**config.mk**
```make
export PLATFORM = sky130hd
export DESIGN_NAME = rtc_regport
export DESIGN_NICKNAME = d
export VERILOG_FILES = /design/src/rtl/rtc_regport_pkg.sv /design/src/rtl/rtc_regport_ctrl.sv /design/src/rtl/rtc_regport_dp.sv /design/src/rtl/rtc_regport.sv
export SDC_FILE = /design/constraint.sdc
export NUM_CORES = 2
export LEC_CHECK = 0
export BUFFER_PORTS_ARGS = -buffer_cell sky130_fd_sc_hd__buf_2
export CORE_MARGIN = 4
export CORE_UTILIZATION = 25
export CTS_CLUSTER_DIAMETER = 150
export CTS_CLUSTER_SIZE = 24
export DETAILED_ROUTE_END_ITERATION = 6
export PLACE_DENSITY = 0.41
export SLEW_MARGIN = 20
export SYNTH_ARGS = -nofsm -noshare
export SYNTH_HDL_FRONTEND = slang
export SYNTH_SLANG_ARGS = --single-unit
```
**constraint.sdc**
```tcl
create_clock -name clk -period 6.4 [get_ports clk]
set_input_delay 0.96 -clock clk [delete_from_list [all_inputs] [get_ports clk]]
set_output_delay 0.96 -clock clk [all_outputs]
set_load 0.02 [all_outputs]
```
**src/rtl/rtc_regport_pkg.sv**
```systemverilog
package rtc_regport_pkg;
  localparam int DATA_W    = 8;
  localparam int IDX_W     = 7;
  localparam int DEPTH     = 1 << IDX_W;
  localparam int NUM_TIME  = 7;
  localparam int NUM_ALARM = 3;
  localparam int NUM_FLAG  = 3;

  localparam logic [IDX_W-1:0] IDX_CTRL   = 7'd10;
  localparam logic [IDX_W-1:0] IDX_MODE   = 7'd11;
  localparam logic [IDX_W-1:0] IDX_STATUS = 7'd12;
  localparam logic [IDX_W-1:0] IDX_VALID  = 7'd13;

  localparam logic [DATA_W-1:0] RST_CTRL  = 8'h26;
  localparam logic [DATA_W-1:0] RST_MODE  = 8'h02;
  localparam logic [DATA_W-1:0] VAL_VALID = 8'h80;
  localparam logic [DATA_W-1:0] IDX_READ  = 8'hFF;

  localparam int BUSY_BIT   = 7;
  localparam int FREEZE_BIT = 7;
  localparam int UPDEN_BIT  = 4;
  localparam int IRQ_BIT    = 7;

  // Time byte k lives at this index; the counter's snapshot order follows it.
  function automatic logic [IDX_W-1:0] timeIdx(input int k);
    case (k)
      0: timeIdx = 7'd0;
      1: timeIdx = 7'd2;
      2: timeIdx = 7'd4;
      3: timeIdx = 7'd6;
      4: timeIdx = 7'd7;
      5: timeIdx = 7'd8;
      default: timeIdx = 7'd9;
    endcase
  endfunction

  function automatic logic [IDX_W-1:0] alarmIdx(input int k);
    alarmIdx = IDX_W'(2 * k + 1);
  endfunction

  typedef struct packed {
    logic                idxLoad;
    logic                memWr;
    logic                ctrlWr;
    logic                modeWr;
    logic [DATA_W-1:0]   modeVal;
    logic                busyForceClr;
    logic                busySet;
    logic                busyClr;
    logic                statClr;
    logic [NUM_FLAG-1:0] flagSet;   // {periodic, alarm, update}
    logic                snapWr;
  } rtcStrb_t;
endpackage

```
**src/rtl/rtc_regport_ctrl.sv**
```systemverilog
module rtc_regport_ctrl
  import rtc_regport_pkg::*;
(
  input  logic              clk,
  input  logic              rstN,
  input  logic              hostSel,
  input  logic              hostWr,
  input  logic              hostRd,
  input  logic [DATA_W-1:0] hostWdata,
  input  logic [IDX_W-1:0]  curIdx,
  input  logic [DATA_W-1:0] curMode,
  input  logic              flagPer,
  input  logic              flagAlm,
  input  logic              flagUpd,
  input  logic              uipSet,
  input  logic              uipClr,
  input  logic              cntWr,
  output rtcStrb_t          strb,
  output logic              loadStrobe
);
  logic dataWr;
  logic specialIdx;
  logic frozen;
  logic freezeReq;

  always_comb begin
    dataWr     = hostWr & hostSel;
    specialIdx = (curIdx >= IDX_CTRL) && (curIdx <= IDX_VALID);
    frozen     = curMode[FREEZE_BIT];
    freezeReq  = hostWdata[FREEZE_BIT];

    strb              = '0;
    strb.idxLoad      = hostWr & ~hostSel;
    strb.memWr        = dataWr & ~specialIdx;
    strb.ctrlWr       = dataWr & (curIdx == IDX_CTRL);
    strb.modeWr       = dataWr & (curIdx == IDX_MODE);
    strb.modeVal      = hostWdata;
    if (freezeReq) strb.modeVal[UPDEN_BIT] = 1'b0;
    strb.busyForceClr = strb.modeWr & freezeReq;
    strb.busySet      = uipSet & ~frozen;
    strb.busyClr      = uipClr;
    strb.statClr      = hostRd & hostSel & (curIdx == IDX_STATUS);
    strb.flagSet      = {flagPer, flagAlm, flagUpd};
    strb.snapWr       = cntWr & ~frozen;
  end

  always_ff @(posedge clk) begin
    if (!rstN) loadStrobe <= 1'b0;
    else       loadStrobe <= dataWr & (curIdx == IDX_MODE) & ~freezeReq & frozen;
  end
endmodule

```
**src/rtl/rtc_regport_dp.sv**
```systemverilog
module rtc_regport_dp
  import rtc_regport_pkg::*;
(
  input  logic                        clk,
  input  logic                        rstN,
  input  rtcStrb_t                    strb,
  input  logic                        hostSel,
  input  logic [DATA_W-1:0]           hostWdata,
  input  logic [NUM_TIME*DATA_W-1:0]  cntTime,
  output logic [DATA_W-1:0]           hostRdata,
  output logic [IDX_W-1:0]            curIdx,
  output logic [DATA_W-1:0]           ctrlReg,
  output logic [DATA_W-1:0]           modeReg,
  output logic [DATA_W-1:0]           statReg,
  output logic [NUM_TIME*DATA_W-1:0]  timeRegs,
  output logic [NUM_ALARM*DATA_W-1:0] alarmRegs
);
  logic [DATA_W-1:0] mem [DEPTH];
  logic [DATA_W-1:0] statNext;
  logic              anyFlag;

  always_ff @(posedge clk) begin
    if (!rstN) curIdx <= '0;
    else if (strb.idxLoad) curIdx <= hostWdata[IDX_W-1:0];
  end

  // Snapshot first, host write last, so a host write to the same byte wins.
  always_ff @(posedge clk) begin
    if (!rstN) begin
      for (int i = 0; i < DEPTH; i++) mem[i] <= '0;
    end else begin
      if (strb.snapWr)
        for (int k = 0; k < NUM_TIME; k++)
          mem[timeIdx(k)] <= cntTime[k*DATA_W +: DATA_W];
      if (strb.memWr) mem[curIdx] <= hostWdata;
    end
  end

  always_ff @(posedge clk) begin
    if (!rstN) begin
      ctrlReg <= RST_CTRL;
    end else begin
      if (strb.ctrlWr) ctrlReg[BUSY_BIT-1:0] <= hostWdata[BUSY_BIT-1:0];
      if (strb.busyForceClr)  ctrlReg[BUSY_BIT] <= 1'b0;
      else if (strb.busySet)  ctrlReg[BUSY_BIT] <= 1'b1;
      else if (strb.busyClr)  ctrlReg[BUSY_BIT] <= 1'b0;
    end
  end

  always_ff @(posedge clk) begin
    if (!rstN) modeReg <= RST_MODE;
    else if (strb.modeWr) modeReg <= strb.modeVal;
  end

  always_comb begin
    anyFlag  = |strb.flagSet;
    statNext = strb.statClr ? '0 : statReg;
    statNext = statNext | {anyFlag, strb.flagSet, {(DATA_W-1-NUM_FLAG){1'b0}}};
  end

  always_ff @(posedge clk) begin
    if (!rstN) statReg <= '0;
    else       statReg <= statNext;
  end

  always_comb begin
    if (!hostSel) begin
      hostRdata = IDX_READ;
    end else begin
      case (curIdx)
        IDX_CTRL:   hostRdata = ctrlReg;
        IDX_MODE:   hostRdata = modeReg;
        IDX_STATUS: hostRdata = statReg;
        IDX_VALID:  hostRdata = VAL_VALID;
        default:    hostRdata = mem[curIdx];
      endcase
    end
  end

  for (genvar k = 0; k < NUM_TIME; k++) begin : g_time
    assign timeRegs[k*DATA_W +: DATA_W] = mem[timeIdx(k)];
  end
  for (genvar k = 0; k < NUM_ALARM; k++) begin : g_alarm
    assign alarmRegs[k*DATA_W +: DATA_W] = mem[alarmIdx(k)];
  end
endmodule

```
**src/rtl/rtc_regport.sv**
```systemverilog
module rtc_regport
  import rtc_regport_pkg::*;
(
  input  logic                        clk,
  input  logic                        rstN,
  input  logic                        hostSel,
  input  logic                        hostWr,
  input  logic                        hostRd,
  input  logic [DATA_W-1:0]           hostWdata,
  output logic [DATA_W-1:0]           hostRdata,
  input  logic                        flagPer,
  input  logic                        flagAlm,
  input  logic                        flagUpd,
  input  logic                        uipSet,
  input  logic                        uipClr,
  input  logic                        cntWr,
  input  logic [NUM_TIME*DATA_W-1:0]  cntTime,
  output logic [DATA_W-1:0]           ctrlA,
  output logic [DATA_W-1:0]           ctrlB,
  output logic [NUM_TIME*DATA_W-1:0]  timeRegs,
  output logic [NUM_ALARM*DATA_W-1:0] alarmRegs,
  output logic                        loadStrobe,
  output logic                        irqReq
);
  rtcStrb_t          strb;
  logic [IDX_W-1:0]  curIdx;
  logic [DATA_W-1:0] statReg;

  rtc_regport_ctrl u_ctrl (
    .clk(clk), .rstN(rstN), .hostSel(hostSel), .hostWr(hostWr), .hostRd(hostRd),
    .hostWdata(hostWdata), .curIdx(curIdx), .curMode(ctrlB),
    .flagPer(flagPer), .flagAlm(flagAlm), .flagUpd(flagUpd),
    .uipSet(uipSet), .uipClr(uipClr), .cntWr(cntWr),
    .strb(strb), .loadStrobe(loadStrobe)
  );

  rtc_regport_dp u_dp (
    .clk(clk), .rstN(rstN), .strb(strb), .hostSel(hostSel), .hostWdata(hostWdata),
    .cntTime(cntTime), .hostRdata(hostRdata), .curIdx(curIdx),
    .ctrlReg(ctrlA), .modeReg(ctrlB), .statReg(statReg),
    .timeRegs(timeRegs), .alarmRegs(alarmRegs)
  );

  assign irqReq = statReg[IRQ_BIT];
endmodule

```
==> out/results.txt <==
Distinct cell type count of the synthesized netlist: 65. The tools report the number of nets in the finished design as 3790. Final weighted congestion in routability-driven placement: 0.843. The data arrival time at the worst-slack endpoint was 4.56 ns; the number of warnings issued by yosys was 0. The run gives 9 as the initial antenna violation count. In this run, synthesis produced a sequential element count of 1059. The number of clock sinks is 1059. The worst hold path begins at u_dp.modeReg[2]$_SDFFE_PN0P_.

The measured slew at the worst slew-check pin is 1.17 ns, and the share of post-route cells with drive strength above 1 is 16.8%. The logs give 0.883 ns for the final worst-path setup slack and 9.72 mW for the internal portion of total power. The tools report the timing endpoint of the critical path as hostRdata[4]. The mean instance size in the synthesized netlist is 13.8 um^2. After clock tree synthesis, the repair step resized 0 gates.

The switching fraction of total power is 25.9%. The cell area that synthesis handed to floorplanning was 49700 um^2. For this block, the via count after detailed routing is 29.8k.

Summed over all failing endpoints, the final setup total negative slack is 0 ns. The worst setup path is of the flip-flop to output port kind. Worst reg2reg path startpoint: u_dp.curIdx[4]$_SDFFE_PN0P_. The largest incremental delay on the critical path came out at 0.94 ns. Entering global routing, the biggest net connects 101 pins. The analysis attributes to net switching a power of 3.39 mW.

The first-pass iteration count of the detailed router was 5; the quantity of I/O buffers inserted on ports was 180. Setup repair after global routing left no endpoint under its margin. In the routed design, unresolved DRC markers number 0.

Summed over all layers, the global routing overflow is 0. The cell family contributing the most delay on the critical path is simple AND/OR/NAND/NOR gates. Synthesis produced 3617 cells. Pin placement for this block handled 181 I/O pins. The later pin in the worst-skew pair is clocked with a latency of 0.73 ns.

The tightest hold path in the finished design has a slack of 0.490 ns. Across the run, the number of max-cap violations was 0. For this design the ratio of total power to cell area is 237 nW/um^2. The first-pass GRT wire length is 240000 um, and the overall power after layout is 13.1 mW.

Sequential cells account for 60.7% of the total power. The flow ran to the end, and the final reports show no timing, DRC or antenna violations. The number of logic stages on the critical path including buffering was 8; the top fanout value on the critical path was 43. The run gives 25.2% as the starting density of the core.

The critical path goes through buf_12 -> nor4b_2 -> a22oi_1 -> nand4_1 -> o21ai_0 -> a21oi_1 -> a31oi_2 -> buf_2. Dividing the detail-routed via count by the number of cells gives 4.66. STA classifies the critical path endpoint as an output port. Kind of start point of the critical path: a flip-flop.

Final number of setup-violating endpoints: 0. The x dimension of the die is 454 um, and the clock slew seen by the registers of the worst setup and hold paths is 0.11 ns. For the number of DRC violations after detailed-routing iteration 0, the log shows 2657. The clock passes through at most 3 buffers.

The number of clock buffers added by TritonCTS is 50. For this design, the slowest cell found on the critical path is sky130_fd_sc_hd__dfxtp_4. Area added between synthesis and finish: 11.4%. In this run the clock root is driven by a sky130_fd_sc_hd__clkbuf_16. The post-layout minimum cycle time works out to 5.52 ns. The part of the Yosys area used for sequential elements was 63.2%. At the worst endpoint, the required time is 5.44 ns.

The worst-case clock skew was 0.0382 ns. After legalization and detailed placement, the total HPWL measured 113000 um. The logs give 0 for the count of final max-slew check failures and 206000 um^2 for the full die area. OpenSTA, run right after detailed placement, puts the worst setup slack at 1.49 ns. The worst-case vdd ir drop was 218 uV.

In this run the worst hold path is classified as flip-flop to flip-flop. Timing would allow up to 181 MHz. The portion of the clock cycle consumed by the worst path in the final layout was 86.2%; the row count was 163. The tools report the share of total power in combinational logic as 9.6%.

The tools report the number of global-route vias before repair as 29.8k. For this run, the leading register cell type out of synthesis is sky130_fd_sc_hd__edfxtp_1. The tools report the clock network fraction of total power as 29.7%. The top cell types in the final layout, fill and taps aside, are sky130_fd_sc_hd__edfxtp_1 (1024), sky130_fd_sc_hd__and2_1 (806), sky130_fd_sc_hd__nand2_1 (210). The proportion of synthesized flip-flops having asynchronous set or reset is 0%. The overall routing resource usage was 16.2%. Post-layout instance area: 55400 um^2. The placeable core region was 198000 um^2; the average wire per cell in the routed design was 26.8 um. The detail route stage leaves a number of antenna-violating nets equal to 0. Endpoint of the most critical register-to-register path: u_dp.mem[87][0]$_SDFFCE_PN0P_.

TritonCTS built the clock tree. Logic depth of the worst register-to-register path: 3. The tools report the worst setup slack for register-to-register paths as 2.39 ns. Leaving out fill and tap cells, the most frequent cell in the layout is sky130_fd_sc_hd__edfxtp_1. Post-CTS timing repair inserted 0 buffers for setup.

The H-tree was split into 2 levels. The hold buffer count at cts was 0; the cell area after placement was 54000 um^2. After detailed routing, the total wire length is 171000 um.

From bottom edge to top edge, the die measures 454 um. The number of enable-type register cells in the synthesized netlist came out at 1024. The worst path buffer plus inverter count works out to 2.

In this run the static leakage power is 19.4 nW. The number of hold-slack violations in the final timing report is 0, and the relative max-transition margin is 21.5%.
layout make-up:
| cell class | count | area (um^2) |
|---|---|---|
| antenna | 2 | 5.00 |
| clock buffer | 81 | 1370 |
| clock inverter | 4 | 86.3 |
| fill | 20100 | 142000 |
| inverter | 11 | 41.3 |
| multi-input combinational | 2265 | 17000 |
| sequential | 1059 | 31500 |
| tap | 2640 | 3300 |
| timing repair buffer | 328 | 2180 |
stage by stage:
step | utilization (%) | cells
6_report | 28.0 | 6390
5_1_grt | 28.0 | 6389
4_1_cts | 28.0 | 6388
3_5_place_dp | 27.3 | 6303
3_3_place_gp | 27.3 | 6302
2_1_floorplan | - | 3648
cell usage after synthesis, drive strengths merged, types with 2 or more instances:
cell type	instances	area, um^2
a221o	5	50.1
nor3	21	105
or4b	2	20.0
inv	11	41.3
a311o	4	40.0
and4bb	6	75.1
o211ai	3	22.5
and2	806	5040
nor2b	7	43.8
edfxtp	1024	30700
a211oi	9	67.6
a2111oi	2	23.8
a311oi	3	26.3
nand2	210	788
nand4	19	119
a2bb2oi	3	26.3
o22a	10	87.6
dfxtp	35	701
o21a	7	52.6
o21ai	191	956
a22oi	54	405
clkbuf	218	818
mux4	171	3850
and4b	4	40.0
nand2b	19	119
nor4	2	18.8
nand3b	5	37.5
o22ai	41	257
or3b	2	17.5
o31ai	9	67.6
or3	9	61.3
and3	139	870
nor2	155	589
mux2	44	514
o221ai	10	87.6
buf	95	666
mux2i	164	1640
a31oi	16	100
nor4b	5	83.8
nand3	27	135
a221oi	9	91.3
a21oi	33	169
worst min-delay path by stage:
stage	end	cells past startpoint
after floorplan	u_dp.statReg[4]$_SDFF_PN0_	2
after global placement	u_dp.modeReg[0]$_SDFFE_PN0P_	2
after detailed placement	u_dp.modeReg[2]$_SDFFE_PN0P_	2
after CTS	u_dp.statReg[6]$_SDFF_PN0_	3
after global routing	u_dp.statReg[4]$_SDFF_PN0_	3
final	u_dp.modeReg[2]$_SDFFE_PN0P_	2
flip-flops by register name, summed over array words and instances, names as in the netlist, named ones only:
register and count:
u_dp.mem 1024, u_dp.curIdx 7, u_ctrl.loadStrobe 1, u_dp.ctrlReg 8, u_dp.modeReg 8, u_dp.statReg 4
cell families after synthesis:
family	synth area share [%]
xor gates and xnor gates	0.0176
DFF	63.2
buffers and inverters	3.07
AOI/OAI and AO/OA	5.12
muxes	12.1
other	0.00754
and+or+nand+nor	16.5
power by group through the flow:
| stage | clock [mW] | combinational (mW) | sequential [mW] |
|---|---|---|---|
| after floorplan | 0 | 0.676 | 8.08 |
| after global placement | 0 | 1.29 | 8.12 |
| after detailed placement | 0 | 1.29 | 8.12 |
| after CTS | 4.01 | 1.29 | 7.96 |
| after global routing | 4.23 | 1.34 | 7.98 |
| final | 3.90 | 1.26 | 7.96 |
layer usage:
metal | vias to the layer above | global-route usage [%] | wire length (um)
li1 | 13500 | - | -
met1 | 15500 | 23.1 | 79600
met2 | 649 | 26.6 | 81600
met3 | 134 | 1.46 | 6110
met4 | 0 | 3.85 | 3860
met5 | - | 0 | 0
worst register-to-register path: stages, from the launching register on:
cell                      delay, ns
sky130_fd_sc_hd__dfxtp_1       0.67
sky130_fd_sc_hd__nor2b_1       0.84
sky130_fd_sc_hd__nand3_1       0.91
sky130_fd_sc_hd__o21ai_0       1.19
Power figures use the tool's default switching activity.
